`src/rtl/sysctl_pkg.sv`:
```
package sysctl_pkg;

  typedef enum logic [2:0] {
    BS_INIT   = 3'd0,
    BS_RUN    = 3'd1,
    BS_DRAIN  = 3'd2,
    BS_STOP   = 3'd3,
    BS_RETRY  = 3'd4,
    BS_EXC    = 3'd5,
    BS_DFAULT = 3'd6
  } bstate_t;

  function automatic logic st_runs(input bstate_t s);
    return (s == BS_RUN) || (s == BS_EXC);
  endfunction

  function automatic logic st_drives(input bstate_t s);
    return (s == BS_RUN) || (s == BS_EXC) || (s == BS_DRAIN);
  endfunction

endpackage

```
`src/rtl/sysctl_init.sv`:
```
module sysctl_init #(
  parameter int SETTLE_CLKS = 2
) (
  input  logic clk,
  input  logic rst,
  input  logic rst_line_in,
  input  logic halt_line_in,
  input  logic own_rst_drv,
  input  logic width_sel,
  output logic init_q,
  output logic mode16_q
);
  localparam int TW = $clog2(SETTLE_CLKS + 1);

  logic [TW-1:0] tail_q;
  logic          full_rst;

  // external reset counts only when paired with halt and not self-driven
  assign full_rst = rst_line_in && halt_line_in && !own_rst_drv;

  always_ff @(posedge clk) begin
    if (rst || full_rst) begin
      init_q   <= 1'b1;
      tail_q   <= TW'(SETTLE_CLKS);
      mode16_q <= width_sel;
    end else if (init_q) begin
      mode16_q <= width_sel;
      if (tail_q <= TW'(1)) begin
        init_q <= 1'b0;
        tail_q <= '0;
      end else begin
        tail_q <= tail_q - TW'(1);
      end
    end
  end

  AST_INIT_ON_PAIR: assert property (@(posedge clk) disable iff (rst)
    full_rst |=> init_q);
  AST_MODE_FROZEN: assert property (@(posedge clk) disable iff (rst)
    (!init_q && !full_rst) |=> $stable(mode16_q));
  AST_OWN_RESET_MASK: assert property (@(posedge clk) disable iff (rst)
    (own_rst_drv && !init_q) |=> !init_q);

endmodule

```
`src/rtl/sysctl_swrst.sv`:
```
module sysctl_swrst #(
  parameter int PULSE_CLKS = 124
) (
  input  logic clk,
  input  logic rst,
  input  logic init_q,
  input  logic req,
  output logic drv_q
);
  localparam int CW = $clog2(PULSE_CLKS + 1);

  logic [CW-1:0] cnt_q;
  logic [CW:0]   span_q;

  always_ff @(posedge clk) begin
    if (rst) begin
      drv_q <= 1'b0;
      cnt_q <= '0;
    end else if (drv_q) begin
      if (cnt_q == '0) drv_q <= 1'b0;
      else             cnt_q <= cnt_q - CW'(1);
    end else if (req && !init_q) begin
      drv_q <= 1'b1;
      cnt_q <= CW'(PULSE_CLKS - 1);
    end
  end

  // independent length tracker for the checker
  always_ff @(posedge clk) begin
    if (rst)        span_q <= '0;
    else if (drv_q) span_q <= span_q + (CW+1)'(1);
    else            span_q <= '0;
  end

  AST_SWRST_START: assert property (@(posedge clk) disable iff (rst)
    $rose(drv_q) |-> $past(req && !init_q));
  AST_SWRST_LEN: assert property (@(posedge clk) disable iff (rst)
    $fell(drv_q) |-> (span_q == (CW+1)'(PULSE_CLKS)));

endmodule

```
`src/rtl/sysctl_bus.sv`:
```
module sysctl_bus
  import sysctl_pkg::*;
(
  input  logic clk,
  input  logic rst,
  input  logic init_q,
  input  logic halt_in,
  input  logic berr_in,
  input  logic cyc_active,
  input  logic cyc_done,
  input  logic exc_done,
  output logic run_en,
  output logic bus_oe,
  output logic retry_go,
  output logic exc_req,
  output logic halt_drv
);
  bstate_t st_q, st_nx;

  always_comb begin
    st_nx = st_q;
    if (init_q) begin
      st_nx = BS_INIT;
    end else begin
      unique case (st_q)
        BS_INIT: st_nx = BS_RUN;
        BS_RUN, BS_DRAIN: begin
          if (berr_in && halt_in)       st_nx = BS_RETRY;
          else if (berr_in)             st_nx = BS_EXC;
          else if (st_q == BS_DRAIN) begin
            if (cyc_done)               st_nx = halt_in ? BS_STOP : BS_RUN;
          end else if (halt_in) begin
            st_nx = (cyc_active && !cyc_done) ? BS_DRAIN : BS_STOP;
          end
        end
        BS_STOP:  if (!halt_in) st_nx = BS_RUN;
        BS_RETRY: if (!halt_in) st_nx = BS_RUN;
        BS_EXC: begin
          if (berr_in)       st_nx = BS_DFAULT;
          else if (exc_done) st_nx = BS_RUN;
        end
        BS_DFAULT: st_nx = BS_DFAULT;
        default:   st_nx = BS_INIT;
      endcase
    end
  end

  always_ff @(posedge clk) begin
    if (rst) begin
      st_q     <= BS_INIT;
      run_en   <= 1'b0;
      bus_oe   <= 1'b0;
      retry_go <= 1'b0;
      exc_req  <= 1'b0;
      halt_drv <= 1'b0;
    end else begin
      st_q     <= st_nx;
      run_en   <= st_runs(st_nx);
      bus_oe   <= st_drives(st_nx);
      retry_go <= (st_q == BS_RETRY) && (st_nx == BS_RUN);
      exc_req  <= (st_nx == BS_EXC);
      halt_drv <= (st_nx == BS_DFAULT);
    end
  end

  AST_INIT_QUIET: assert property (@(posedge clk) disable iff (rst)
    init_q |=> (!run_en && !bus_oe));
  AST_STOP_QUIET: assert property (@(posedge clk) disable iff (rst)
    (st_q == BS_STOP) |-> (!run_en && !bus_oe));
  AST_DRAIN_HOLDS: assert property (@(posedge clk) disable iff (rst)
    (st_q == BS_DRAIN && !cyc_done && !berr_in && !init_q) |=> bus_oe);
  AST_RETRY_GATED: assert property (@(posedge clk) disable iff (rst)
    retry_go |-> !$past(halt_in));
  AST_EXC_NO_HALT: assert property (@(posedge clk) disable iff (rst)
    $rose(exc_req) |-> $past(berr_in && !halt_in));
  AST_DFAULT_STICKY: assert property (@(posedge clk) disable iff (rst)
    (halt_drv && !init_q) |=> halt_drv);

endmodule

```
`src/rtl/sysctl_top.sv`:
```
module sysctl_top #(
  parameter int PULSE_CLKS  = 124,
  parameter int SETTLE_CLKS = 2
) (
  input  logic clk,
  input  logic rst,
  input  logic rst_line_in,
  output logic rst_line_out,
  output logic rst_line_oe,
  input  logic halt_line_in,
  output logic halt_line_out,
  output logic halt_line_oe,
  input  logic berr_in,
  input  logic width_sel,
  input  logic sw_reset_req,
  input  logic cyc_active,
  input  logic cyc_done,
  input  logic exc_done,
  output logic cpu_init,
  output logic bus_16bit,
  output logic run_en,
  output logic bus_oe,
  output logic retry_go,
  output logic exc_req
);
  logic init_q;
  logic own_drv;
  logic halt_drv;

  sysctl_init #(.SETTLE_CLKS(SETTLE_CLKS)) u_init (
    .clk          (clk),
    .rst          (rst),
    .rst_line_in  (rst_line_in),
    .halt_line_in (halt_line_in),
    .own_rst_drv  (own_drv),
    .width_sel    (width_sel),
    .init_q       (init_q),
    .mode16_q     (bus_16bit)
  );

  sysctl_swrst #(.PULSE_CLKS(PULSE_CLKS)) u_swrst (
    .clk    (clk),
    .rst    (rst),
    .init_q (init_q),
    .req    (sw_reset_req),
    .drv_q  (own_drv)
  );

  sysctl_bus u_bus (
    .clk        (clk),
    .rst        (rst),
    .init_q     (init_q),
    .halt_in    (halt_line_in),
    .berr_in    (berr_in),
    .cyc_active (cyc_active),
    .cyc_done   (cyc_done),
    .exc_done   (exc_done),
    .run_en     (run_en),
    .bus_oe     (bus_oe),
    .retry_go   (retry_go),
    .exc_req    (exc_req),
    .halt_drv   (halt_drv)
  );

  assign cpu_init      = init_q;
  assign rst_line_oe   = own_drv;
  assign rst_line_out  = own_drv;
  assign halt_line_oe  = halt_drv;
  assign halt_line_out = halt_drv;

endmodule

```
`config.mk`:
```
export PLATFORM = sky130hd
export DESIGN_NAME = sysctl_top
export DESIGN_NICKNAME = d
export VERILOG_FILES = /design/src/rtl/sysctl_pkg.sv /design/src/rtl/sysctl_init.sv /design/src/rtl/sysctl_swrst.sv /design/src/rtl/sysctl_bus.sv /design/src/rtl/sysctl_top.sv
export SDC_FILE = /design/constraint.sdc
export NUM_CORES = 1
export LEC_CHECK = 0
export BUFFER_PORTS_ARGS = -buffer_cell sky130_fd_sc_hd__buf_2
export CELL_PAD_IN_SITES_DETAIL_PLACEMENT = 1
export CELL_PAD_IN_SITES_GLOBAL_PLACEMENT = 2
export CORE_MARGIN = 2
export CORE_UTILIZATION = 33
export DETAILED_ROUTE_END_ITERATION = 10
export PLACE_DENSITY_LB_ADDON = 0.12
export SLEW_MARGIN = 20
export SYNTH_ARGS = -nofsm -noshare
export SYNTH_HDL_FRONTEND = slang
export SYNTH_SLANG_ARGS = --single-unit
```
`constraint.sdc`:
```
create_clock -name clk -period 2.88 [get_ports clk]
set_input_delay 0.144 -clock clk [delete_from_list [all_inputs] [get_ports clk]]
set_output_delay 0.144 -clock clk [all_outputs]
set_load 0.02 [all_outputs]
```
==> results.py, run 1 <==
metrics = {
    "outcome": {
        "status": "finished clean",
    },
    "floorplan": {
        "initial_core_util_pct": 34.74,
        "row_count": 19,
        "fp.dieH_microns": 57.65,
        "num_io_pins": 20,
        "die_area_sq_mm": 0.003323,
        "fp.dieW_microns": 57.65,
        "core-area_sq_mm": 0.002734,
    },
    "critical_path": {
        "worstSetupPathType": "reg2reg",
        "r2r_start": "u_bus.st_q[1]",
        "reg2regPathDepth": 5,
        "crit_fanout": 11,
        "startpoint_type": "register",
        "r2r_setup_slack_ps": 1280,
        "r2r-end": "u_bus.retry_go",
        "end_kind": "register",
        "critPathRequiredTime_ps": 3100,
        "worstPathArrival_ps": 1810,
    },
    "timing": {
        "clock_skew_ps": 8.392,
        "hold_ws_ps": 142.6,
        "fmax_mhz": 626.8,
        "hold_viol": 0,
        "rsz0062_at_grt": "no",
        "relSlewSlack_pct": 72.45,
        "fin_ws_ps": 1285,
        "min_period_over_period_pct": 55.40,
        "finalMaxSlewViolations": 0,
        "setup_violations": 0,
        "worst_pin_slew_ps": 412.6,
        "finalSetupTns_ps": 0,
        "period_minus_slack_ps": 1595,
    },
    "route": {
        "first_iter_violations": 39,
        "ant_nets": 0,
        "wl_per_cell_microns": 13.48,
        "routed-wl-met2_microns": 1092,
        "dr.pass1.iters": 2,
        "maxUsedRoutingLayer": "met4",
        "wirelength_microns": 2130,
        "via_count": 824,
        "avgViaCountPerCell": 5.215,
        "wl_met1_microns": 953,
        "dr_wl_met3_microns": 44,
        "drc_errors": 0,
    },
    "logic_synthesis": {
        "synth_compound_area_share_pct": 14.89,
        "yosysUniqueCellTypes": 37,
        "synth-simple-area-share_pct": 28.46,
        "synth_cells": 109,
        "syn-num-nets": 120,
        "synth_top_area_cell": "dfxtp_1",
        "yosysTopAreaCellShare_pct": 40.05,
        "synthesis.area_per_instance_sq_um": 8.712,
        "synth_warnings": 0,
        "yosysSeqAreaShare_pct": 43.21,
        "synth_fa_ha_area_share_pct": 1.318,
        "synthXorXnorAreaFrac_pct": 3.689,
        "synth_mux_area_share_pct": 2.108,
        "synth_top_family_by_area": "simple AND/OR/NAND/NOR gates",
        "syn_area_sq_um": 949.7,
        "synth.area.top_cells": "dfxtp_1 (40%), nand2_1 (4.0%), nor2_1 (4.0%), xor2_1 (3.7%), a21oi_1 (3.2%)",
        "ys_seq_elements": 20,
    },
    "min_path": {
        "hold_path.class": "in2reg",
        "hp-start": "rst",
        "min_to": "u_bus.st_q[2]",
        "whs_path_depth": 2,
    },
    "final_layout": {
        "nets": 139,
        "drive_gt1_share_pct": 22.83,
        "num_antenna_cells": 0,
        "syn_to_final_growth_pct": 15.81,
    },
    "pwr": {
        "p_leak_nw": 0.4738,
        "peakVddDrop_mv": 0.2785,
        "p_per_area_mw_per_mm2": 539.2,
    },
    "flow_run": {
        "cap_violations": 0,
    },
    "clock_network": {
        "insertion_delay_ps": 310,
        "cts_buffer_depth": 2,
        "cts_root_buffer": "clkbuf_4",
        "ctsHoldBuffers": 1,
        "cts_sinks": 20,
        "htree_levels": 1,
        "cts.clk_slew.worst_paths_ps": 120,
        "cts_resized": 0,
        "cts_tree": "done",
        "postCtsSetupBuffers": 0,
        "cts_buffers": 3,
    },
    "global_routing": {
        "antenna_found_initial": 0,
        "grt_max_degree": 13,
        "grt_pass1_vias": 811,
        "track_usage_pct": 14.59,
        "grt_overflow_total": 0,
        "grt_pass1_wl_microns": 3650,
    },
    "placed_design": {
        "gp_congestion": 0.7444,
        "pre_cts_ws_ps": 1277,
        "io_buffers": 19,
        "dp_hpwl_microns": 1625,
    },
}
power by group:
part           leakage, nW  total (mW)  internal (mW)  switching (mW)
clock network       0.0261       0.198          0.106          0.0922
logic                0.282      0.0869         0.0349          0.0520
registers            0.165       0.308          0.294          0.0138
per-layer routing:
layer	vias to the layer above	global-route usage, %
met5	-	0
met4	0	7.973
met3	4	2.679
met2	9	24.51
met1	390	17.55
li1	421	-
cells in the mapped netlist:
| master | count |
|---|---|
| o31ai_1 | 1 |
| a22oi_2 | 1 |
| a31o_2 | 1 |
| o21ai_0 | 4 |
| a311oi_1 | 1 |
| and2b_1 | 2 |
| inv_1 | 5 |
| nor3_1 | 4 |
| nor2b_1 | 3 |
| ha_1 | 1 |
| nor2_1 | 10 |
| a211oi_1 | 1 |
| and2_1 | 1 |
| and4_1 | 1 |
| nand4_1 | 4 |
| clkbuf_1 | 2 |
| nand3_1 | 5 |
| or3_1 | 1 |
| and2b_4 | 1 |
| edfxtp_1 | 1 |
| and3_1 | 3 |
| dfxtp_1 | 19 |
| buf_4 | 3 |
| and3b_1 | 1 |
| a311oi_2 | 1 |
| nand2_1 | 10 |
| o21ai_1 | 1 |
| nor2b_2 | 1 |
| mux2i_1 | 2 |
| buf_6 | 1 |
| xor2_1 | 4 |
| a21oi_1 | 6 |
| nor3_2 | 1 |
| o21bai_1 | 1 |
| nand2b_1 | 1 |
| a31oi_1 | 3 |
| or2b_1 | 1 |
kinds of logic after synthesis:
family                     count (synthesis)
and+or+nand+nor                           50
AOI/OAI and AO/OA                         21
DFF                                       20
buffers and inverters                     11
xor gates and xnor gates                   4
muxes                                      2
adders and majority gates                  1
cell usage in the layout (no fill, tap or decap), types with 2 or more instances in the layout:
cell type	Yosys	final
mux2i_1	2	2
o21ai_0	4	4
inv_1	5	5
dfxtp_1	19	19
and2b_1	2	2
nand2_1	10	10
a21oi_1	6	6
and3_1	3	3
nor2b_1	3	3
a31oi_1	3	3
xor2_1	4	4
nor3_1	4	4
buf_2	0	19
clkbuf_4	0	3
nand3_1	5	5
nor2_1	10	10
nand4_1	4	4
layout make-up:
| type | count | area (sq um) |
|---|---|---|
| Sequential cell | 20 | 410.4 |
| Multi-Input combinational cell | 78 | 479.2 |
| Tap cell | 31 | 38.79 |
| Inverter | 5 | 18.77 |
| Timing Repair Buffer | 20 | 105.1 |
| Fill cell | 336 | 1634 |
| Clock buffer | 4 | 47.55 |
through the flow:
| step | total power, mW | utilization (%) | instances | cell area (sq um) |
|---|---|---|---|---|
| 2_1_floorplan | 0.3748 | - | 109 | 949.7 |
| 4_1_cts | 0.6040 | 40.23 | 158 | 1100 |
| 3_3_place_gp | 0.3983 | 38.12 | 153 | 1042 |
| 5_1_grt | 0.6296 | 40.23 | 158 | 1100 |
| 6_report | 0.5930 | 40.23 | 158 | 1100 |
| 3_5_place_dp | 0.4014 | 38.12 | 153 | 1042 |
sequential cells by signal, indices dropped and copies added (netlist names):
signal           count
u_init.init_q        1
u_init.mode16_q      1
u_bus.st_q           3
u_init.tail_q        2
u_bus.halt_drv       1
u_swrst.drv_q        1
u_bus.bus_oe         1
u_bus.retry_go       1
u_bus.exc_req        1
u_bus.run_en         1
u_swrst.cnt_q        7
critical path, cell delays in order, from the launching register on:
cell and delay, ps:
dfxtp_1 520, nor2b_2 270, nor3_1 80, a311oi_2 320, nor3_2 100, and4_1 210
worst max path at each step:
stage                   from          endpoint  slack [ps]
3_5_place_dp   u_bus.st_q[0]    u_bus.retry_go        1280
2_1_floorplan  u_swrst.drv_q  u_swrst.cnt_q[1]        1450
5_1_grt        u_bus.st_q[1]    u_bus.retry_go        1130
3_3_place_gp   u_bus.st_q[1]    u_bus.retry_go        1330
6_report       u_bus.st_q[1]    u_bus.retry_go        1280
4_1_cts        u_bus.st_q[1]    u_bus.retry_go        1270
Note: power is estimated with default switching activity, not from simulation.
==> inputs of run 2 (changes only) <==
- CORE_UTILIZATION: 33 -> 28
- clock period: 2.88 -> 1.45 ns (I/O delays scaled with it)
==> run 2 against run 1 <==
  * The run now ends with setup timing left
  * Clock skew fell by 6.1 ps
  * Utilization fell by 1.8 points
  * Routed wire length rose by 12%
  * Total power rose by 94%
  * Cell area rose by 15%
  * Global-route usage fell by 1.6 points
  * Sequential share of layout area fell by 4.3 points
  * Cell count rose by 17%
  * Combinational power rose by 140%
  * Setup slack got worse by 1300 ps
  * Clock power rose by 66%
  * First-iteration DRC count fell by 44%
  * Largest cell class unchanged
==> results.py, run 2 (synthesized netlist as in run 1, its figures left out) <==
metrics = {
    "clock_network": {
        "cts_root_buffer": "clkbuf_4",
        "cts.clk_slew.worst_paths_ps": 120,
        "insertion_delay_ps": 300,
        "htree_levels": 1,
        "cts_tree": "done",
        "cts_buffer_depth": 2,
        "cts_sinks": 20,
        "cts_buffers": 3,
    },
    "outcome": {
        "status": "finished with violations",
        "violations": "setup timing",
    },
    "route": {
        "dr.pass1.iters": 4,
        "via_count": 877,
        "wirelength_microns": 2389,
        "drc_errors": 0,
        "avgViaCountPerCell": 4.741,
        "ant_nets": 0,
        "wl_per_cell_microns": 12.91,
        "first_iter_violations": 22,
    },
    "critical_path": {
        "critPathRequiredTime_ps": 1650,
        "r2r_setup_slack_ps": -20,
        "worstSetupPathType": "reg2reg",
        "cp_slowest_cell": "dfxtp_4",
        "r2r-end": "u_bus.bus_oe",
        "critPathMostFrequentCell": "buf_4",
        "r2r_start": "u_bus.st_q[1]",
        "end_kind": "register",
        "startpoint_type": "register",
        "worstPathArrival_ps": 1670,
        "max_stage_delay_ps": 400,
        "reg2regPathDepth": 7,
        "crit_chain": "buf_4 -> nor2b_2 -> nor3_2 -> a311oi_2 -> buf_4 -> nor3_4 -> o21bai_1",
        "crit_fanout": 8,
    },
    "global_routing": {
        "grt_overflow_total": 0,
        "grt_max_degree": 12,
        "grt_pass1_wl_microns": 3988,
        "grt_pass1_vias": 872,
        "track_usage_pct": 13.03,
        "antenna_found_initial": 0,
    },
    "placed_design": {
        "pre_cts_ws_ps": -100.5,
        "dp_hpwl_microns": 1803,
        "gp_congestion": 0.8041,
        "io_buffers": 19,
    },
    "final_layout": {
        "num_antenna_cells": 0,
        "seq_area_sq_um": 416.7,
        "utilization_pct": 38.48,
        "mostFrequentLayoutCells": "buf_2 (19), dfxtp_1 (16), buf_4 (12)",
        "syn_to_final_growth_pct": 33.07,
        "largest_reg_flops": 7,
        "multi_input_area_sq_um": 539.3,
        "regMostFlops": "u_swrst.cnt_q",
        "reg.largest.list": "u_swrst.cnt_q: 7 flops, u_bus.st_q: 3 flops, u_init.tail_q: 2 flops",
        "drive_gt1_share_pct": 38.85,
        "fill_cells": 408,
        "nets": 151,
        "mostFrequentLayoutCell": "buf_2",
    },
    "floorplan": {
        "die_area_sq_mm": 0.003873,
        "initial_core_util_pct": 28.91,
        "fp.dieW_microns": 62.24,
        "num_io_pins": 20,
        "core-area_sq_mm": 0.003284,
        "fp.dieH_microns": 62.24,
        "row_count": 21,
    },
    "pwr": {
        "p_per_area_mw_per_mm2": 909.1,
        "p_leak_nw": 0.5476,
        "peakVddDrop_mv": 0.2320,
    },
    "timing": {
        "clock_skew_ps": 2.324,
        "setup_violations": 2,
        "period_minus_slack_ps": 1472,
        "finalMaxSlewViolations": 0,
        "fmax_mhz": 679.2,
        "hold_viol": 0,
        "fin_ws_ps": -22.29,
        "rsz0062_at_grt": "yes",
        "relSlewSlack_pct": 79.60,
        "worst_pin_slew_ps": 304.6,
        "min_period_over_period_pct": 101.5,
        "finalSetupTns_ps": -43.19,
    },
    "min_path": {
        "whs_path_depth": 3,
        "hp-start": "rst_line_in",
        "min_to": "u_init.tail_q[1]",
        "hold_path.class": "in2reg",
    },
    "flow_run": {
        "cap_violations": 0,
    },
}
[run 2: cell types whose count changed in the layout (fill, tap and decap cells not counted), sizes merged]
cell | before | now
buf | 19 | 31
[run 2: final cells by class]
class                   count  area share, %
clock buffers               4          2.871
inverters                   5          1.485
multi-input cells          78          42.67
flip-flops and latches     20          32.97
well taps                  46          4.554
repair buffers             32          15.45
[run 2: timing repair]
action | in CTS | in global routing
setup endpoints to repair | 7 | 7
hold buffers | 1 | 0
hold endpoints to repair | 1 | 0
resized for setup | 4 | 12
setup buffers | 0 | 2
pin swaps | 1 | 4
[run 2: critical path, delay by kind of cell, from the launching register on]
family                 cells  cell delay, ps
AO/OA/AOI/OAI              2             430
flip-flops                 1             400
buffers and inverters      2             340
AND/OR/NAND/NOR            3             210
[run 2: worst max path at each step]
stage                       start                to  slack, ps  cells past startpoint
floorplan           u_swrst.drv_q  u_swrst.cnt_q[1]         20                      5
finish              u_bus.st_q[1]      u_bus.bus_oe        -20                      7
detailed placement  u_bus.st_q[1]    u_bus.retry_go       -100                      5
global route        u_bus.st_q[1]    u_bus.retry_go       -100                      6
global placement    u_bus.st_q[1]    u_bus.retry_go        -50                      5
CTS                 u_bus.st_q[2]    u_bus.retry_go         20                      5
[run 2: through the flow]
stage	hold WS, ps	power, mW	instance area, sq um	cells
floorplan	171.4	0.7444	949.7	109
global placement	248.5	0.8098	1136	178
detailed placement	251.2	0.8168	1136	178
CTS	69.67	1.149	1192	183
global route	77.65	1.218	1264	185
finish	71.84	1.149	1264	185
[run 2: power by group]
group | internal, mW | switching [mW]
sequential | 0.583 | 0.0266
combinational | 0.0945 | 0.116
clock | 0.153 | 0.176
[run 2: routing by layer]
metal | up-vias | GRT usage [%] | wire length, microns
li1 | 441 | - | -
met1 | 422 | 15.06 | 1018
met2 | 10 | 23.37 | 1282
met3 | 4 | 1.812 | 45
met4 | 0 | 6.667 | 42
met5 | - | 0 | 0
==> inputs of run 3 (changes only) <==
- GPL_TIMING_DRIVEN: not set -> 0
==> run 3 against run 2 <==
  * The flow still finishes with violations (setup timing)
  * Via count down 0.34%
  * Total power up 4.9%
  * Fmax down 4.7%
  * Sequential power about the same
  * Clock power up 18%
  * First-iteration DRC count up 73%
  * Non-clock buffer count down 3
  * Global-route usage about the same
  * Clock-buffer cell count unchanged
  * Sequential share of layout area up 0.40 points
  * Setup slack worse by 73 ps
  * Flip-flop and latch count unchanged
  * Critical path type unchanged
  * Largest cell class unchanged
==> results.py, run 3 (synthesized netlist as in run 1, its figures left out) <==
metrics = {
    "outcome": {
        "status": "finished with violations",
        "violations": "setup timing",
    },
    "floorplan": {
        "row_count": 21,
        "num_io_pins": 20,
        "fp.dieW_microns": 62.24,
        "initial_core_util_pct": 28.91,
        "fp.dieH_microns": 62.24,
        "core-area_sq_mm": 0.003284,
        "die_area_sq_mm": 0.003873,
    },
    "critical_path": {
        "crit_fanout": 8,
        "crit_start": "u_bus.st_q[1]",
        "end_kind": "register",
        "critPathRequiredTime_ps": 1700,
        "worstSetupPathType": "reg2reg",
        "worstPathArrival_ps": 1790,
        "startpoint_type": "register",
        "r2r_start": "u_bus.st_q[1]",
    },
    "timing": {
        "rsz0062_at_grt": "yes",
        "worst_pin_slew_ps": 453.2,
        "period_minus_slack_ps": 1545,
        "clock_skew_ps": 11.48,
        "finalMaxSlewViolations": 0,
        "fin_ws_ps": -95.27,
        "hold_viol": 0,
        "fmax_mhz": 647.1,
        "relSlewSlack_pct": 69.79,
        "min_period_over_period_pct": 106.6,
        "setup_violations": 4,
    },
    "global_routing": {
        "antenna_found_initial": 0,
        "grt_pass1_vias": 937,
        "grt_pass1_wl_microns": 4098,
        "grt_max_degree": 13,
        "track_usage_pct": 13.08,
        "grt_overflow_total": 0,
    },
    "final_layout": {
        "largest_reg_flops": 7,
        "final_cell_area_sq_mm": 0.001252,
        "reg.largest.list": "u_swrst.cnt_q: 7 flops, u_bus.st_q: 3 flops, u_init.tail_q: 2 flops",
        "mostFrequentLayoutCells": "buf_2 (19), dfxtp_1 (13), nand2_1 (10)",
        "num_antenna_cells": 0,
        "drive_gt1_share_pct": 37.50,
        "nets": 148,
        "syn_to_final_growth_pct": 31.88,
        "mostFrequentLayoutCell": "buf_2",
        "regMostFlops": "u_swrst.cnt_q",
        "fill_cells": 390,
    },
    "clock_network": {
        "cts_root_buffer": "clkbuf_4",
        "htree_levels": 1,
        "cts_sinks": 20,
        "cts_tree": "done",
        "cts.clk_slew.worst_paths_ps": 120,
        "cts_buffer_depth": 2,
        "insertion_delay_ps": 300,
        "cts_buffers": 3,
    },
    "pwr": {
        "p_leak_nw": 0.5432,
        "peakVddDrop_mv": 0.2361,
        "p_per_area_mw_per_mm2": 961.7,
        "report.power.total_mw": 1.205,
    },
    "placed_design": {
        "dp_hpwl_microns": 1637,
        "gp_congestion": 0.7102,
        "dpl_cell_area_sq_mm": 0.001102,
        "io_buffers": 19,
    },
    "route": {
        "wirelength_microns": 2237,
        "dr.pass1.iters": 4,
        "wl_per_cell_microns": 12.29,
        "avgViaCountPerCell": 4.802,
        "via_count": 874,
        "first_iter_violations": 38,
        "drc_errors": 0,
        "ant_nets": 0,
    },
    "min_path": {
        "hold_path.class": "in2reg",
        "hp-start": "rst_line_in",
    },
    "flow_run": {
        "cap_violations": 0,
    },
}
==> run 3: cell types whose count changed in the layout (fill, tap and decap cells not counted), sizes merged <==
cell and change:
buf -4, clkbuf +1
==> run 3: stage by stage <==
stage,hold slack (ps),setup TNS (ps),instances,utilization (%),setup WS [ps]
final,101.5,-238.2,182,38.13,-95.27
after global placement,249.0,-279.5,174,33.56,-104.8
after CTS,96.80,-95.14,181,36.99,-54.44
after global routing,133.3,-754.1,182,38.13,-218.3
after floorplan,171.4,0,109,-,22.14
after detailed placement,252.6,-464.7,174,33.56,-150.5
==> run 3: power breakdown <==
group / total, mW / internal (mW) / switching [mW]
clock network: 0.388 / 0.210 / 0.178
registers: 0.611 / 0.586 / 0.0252
logic: 0.206 / 0.0871 / 0.119
==> run 3: critical path, cell delays in order, from the launching register on <==
cell and delay [ps]:
dfxtp_2 350, buf_6 120, mux2i_1 180, nand2_1 110, a311oi_4 380, buf_4 190, nand2_1 50, o21bai_1 110
==> run 3: repair_timing <==
item	CTS	global route
setup buffers	3	1
pin swaps	4	2
resized for setup	8	9
endpoints found under the hold margin	1	0
hold buffers	1	0
setup endpoints to repair	9	12
gates cloned	0	0
==> run 3: final cells by class <==
cell class,instances,area [sq um],area share (%)
Multi-Input combinational cell,78,538.0,42.96
Clock buffer,4,47.55,3.796
Tap cell,46,57.56,4.595
Inverter,5,18.77,1.499
Timing Repair Buffer,24,135.1,10.79
Sequential cell,20,417.9,33.37
Buffer,5,37.54,2.997
==> run 3: path summary, 6_finish.rpt <==
kind,slack (ps),depth (start not counted),end
worst max-delay path,-100,7,u_bus.bus_oe
worst min-delay path,100,3,u_init.init_q
worst max register to register,-100,7,u_bus.bus_oe
worst min register to register,480,2,u_init.tail_q[1]
==> run 3: layer usage <==
metal | vias to the layer above | part of all wire, % | track usage (%)
li1 | 435 | - | -
met2 | 8 | 54 | 24.32
met1 | 429 | 43 | 14.86
met4 | 0 | 1.2 | 5.833
met3 | 2 | 1.7 | 1.630
met5 | - | 0 | 0
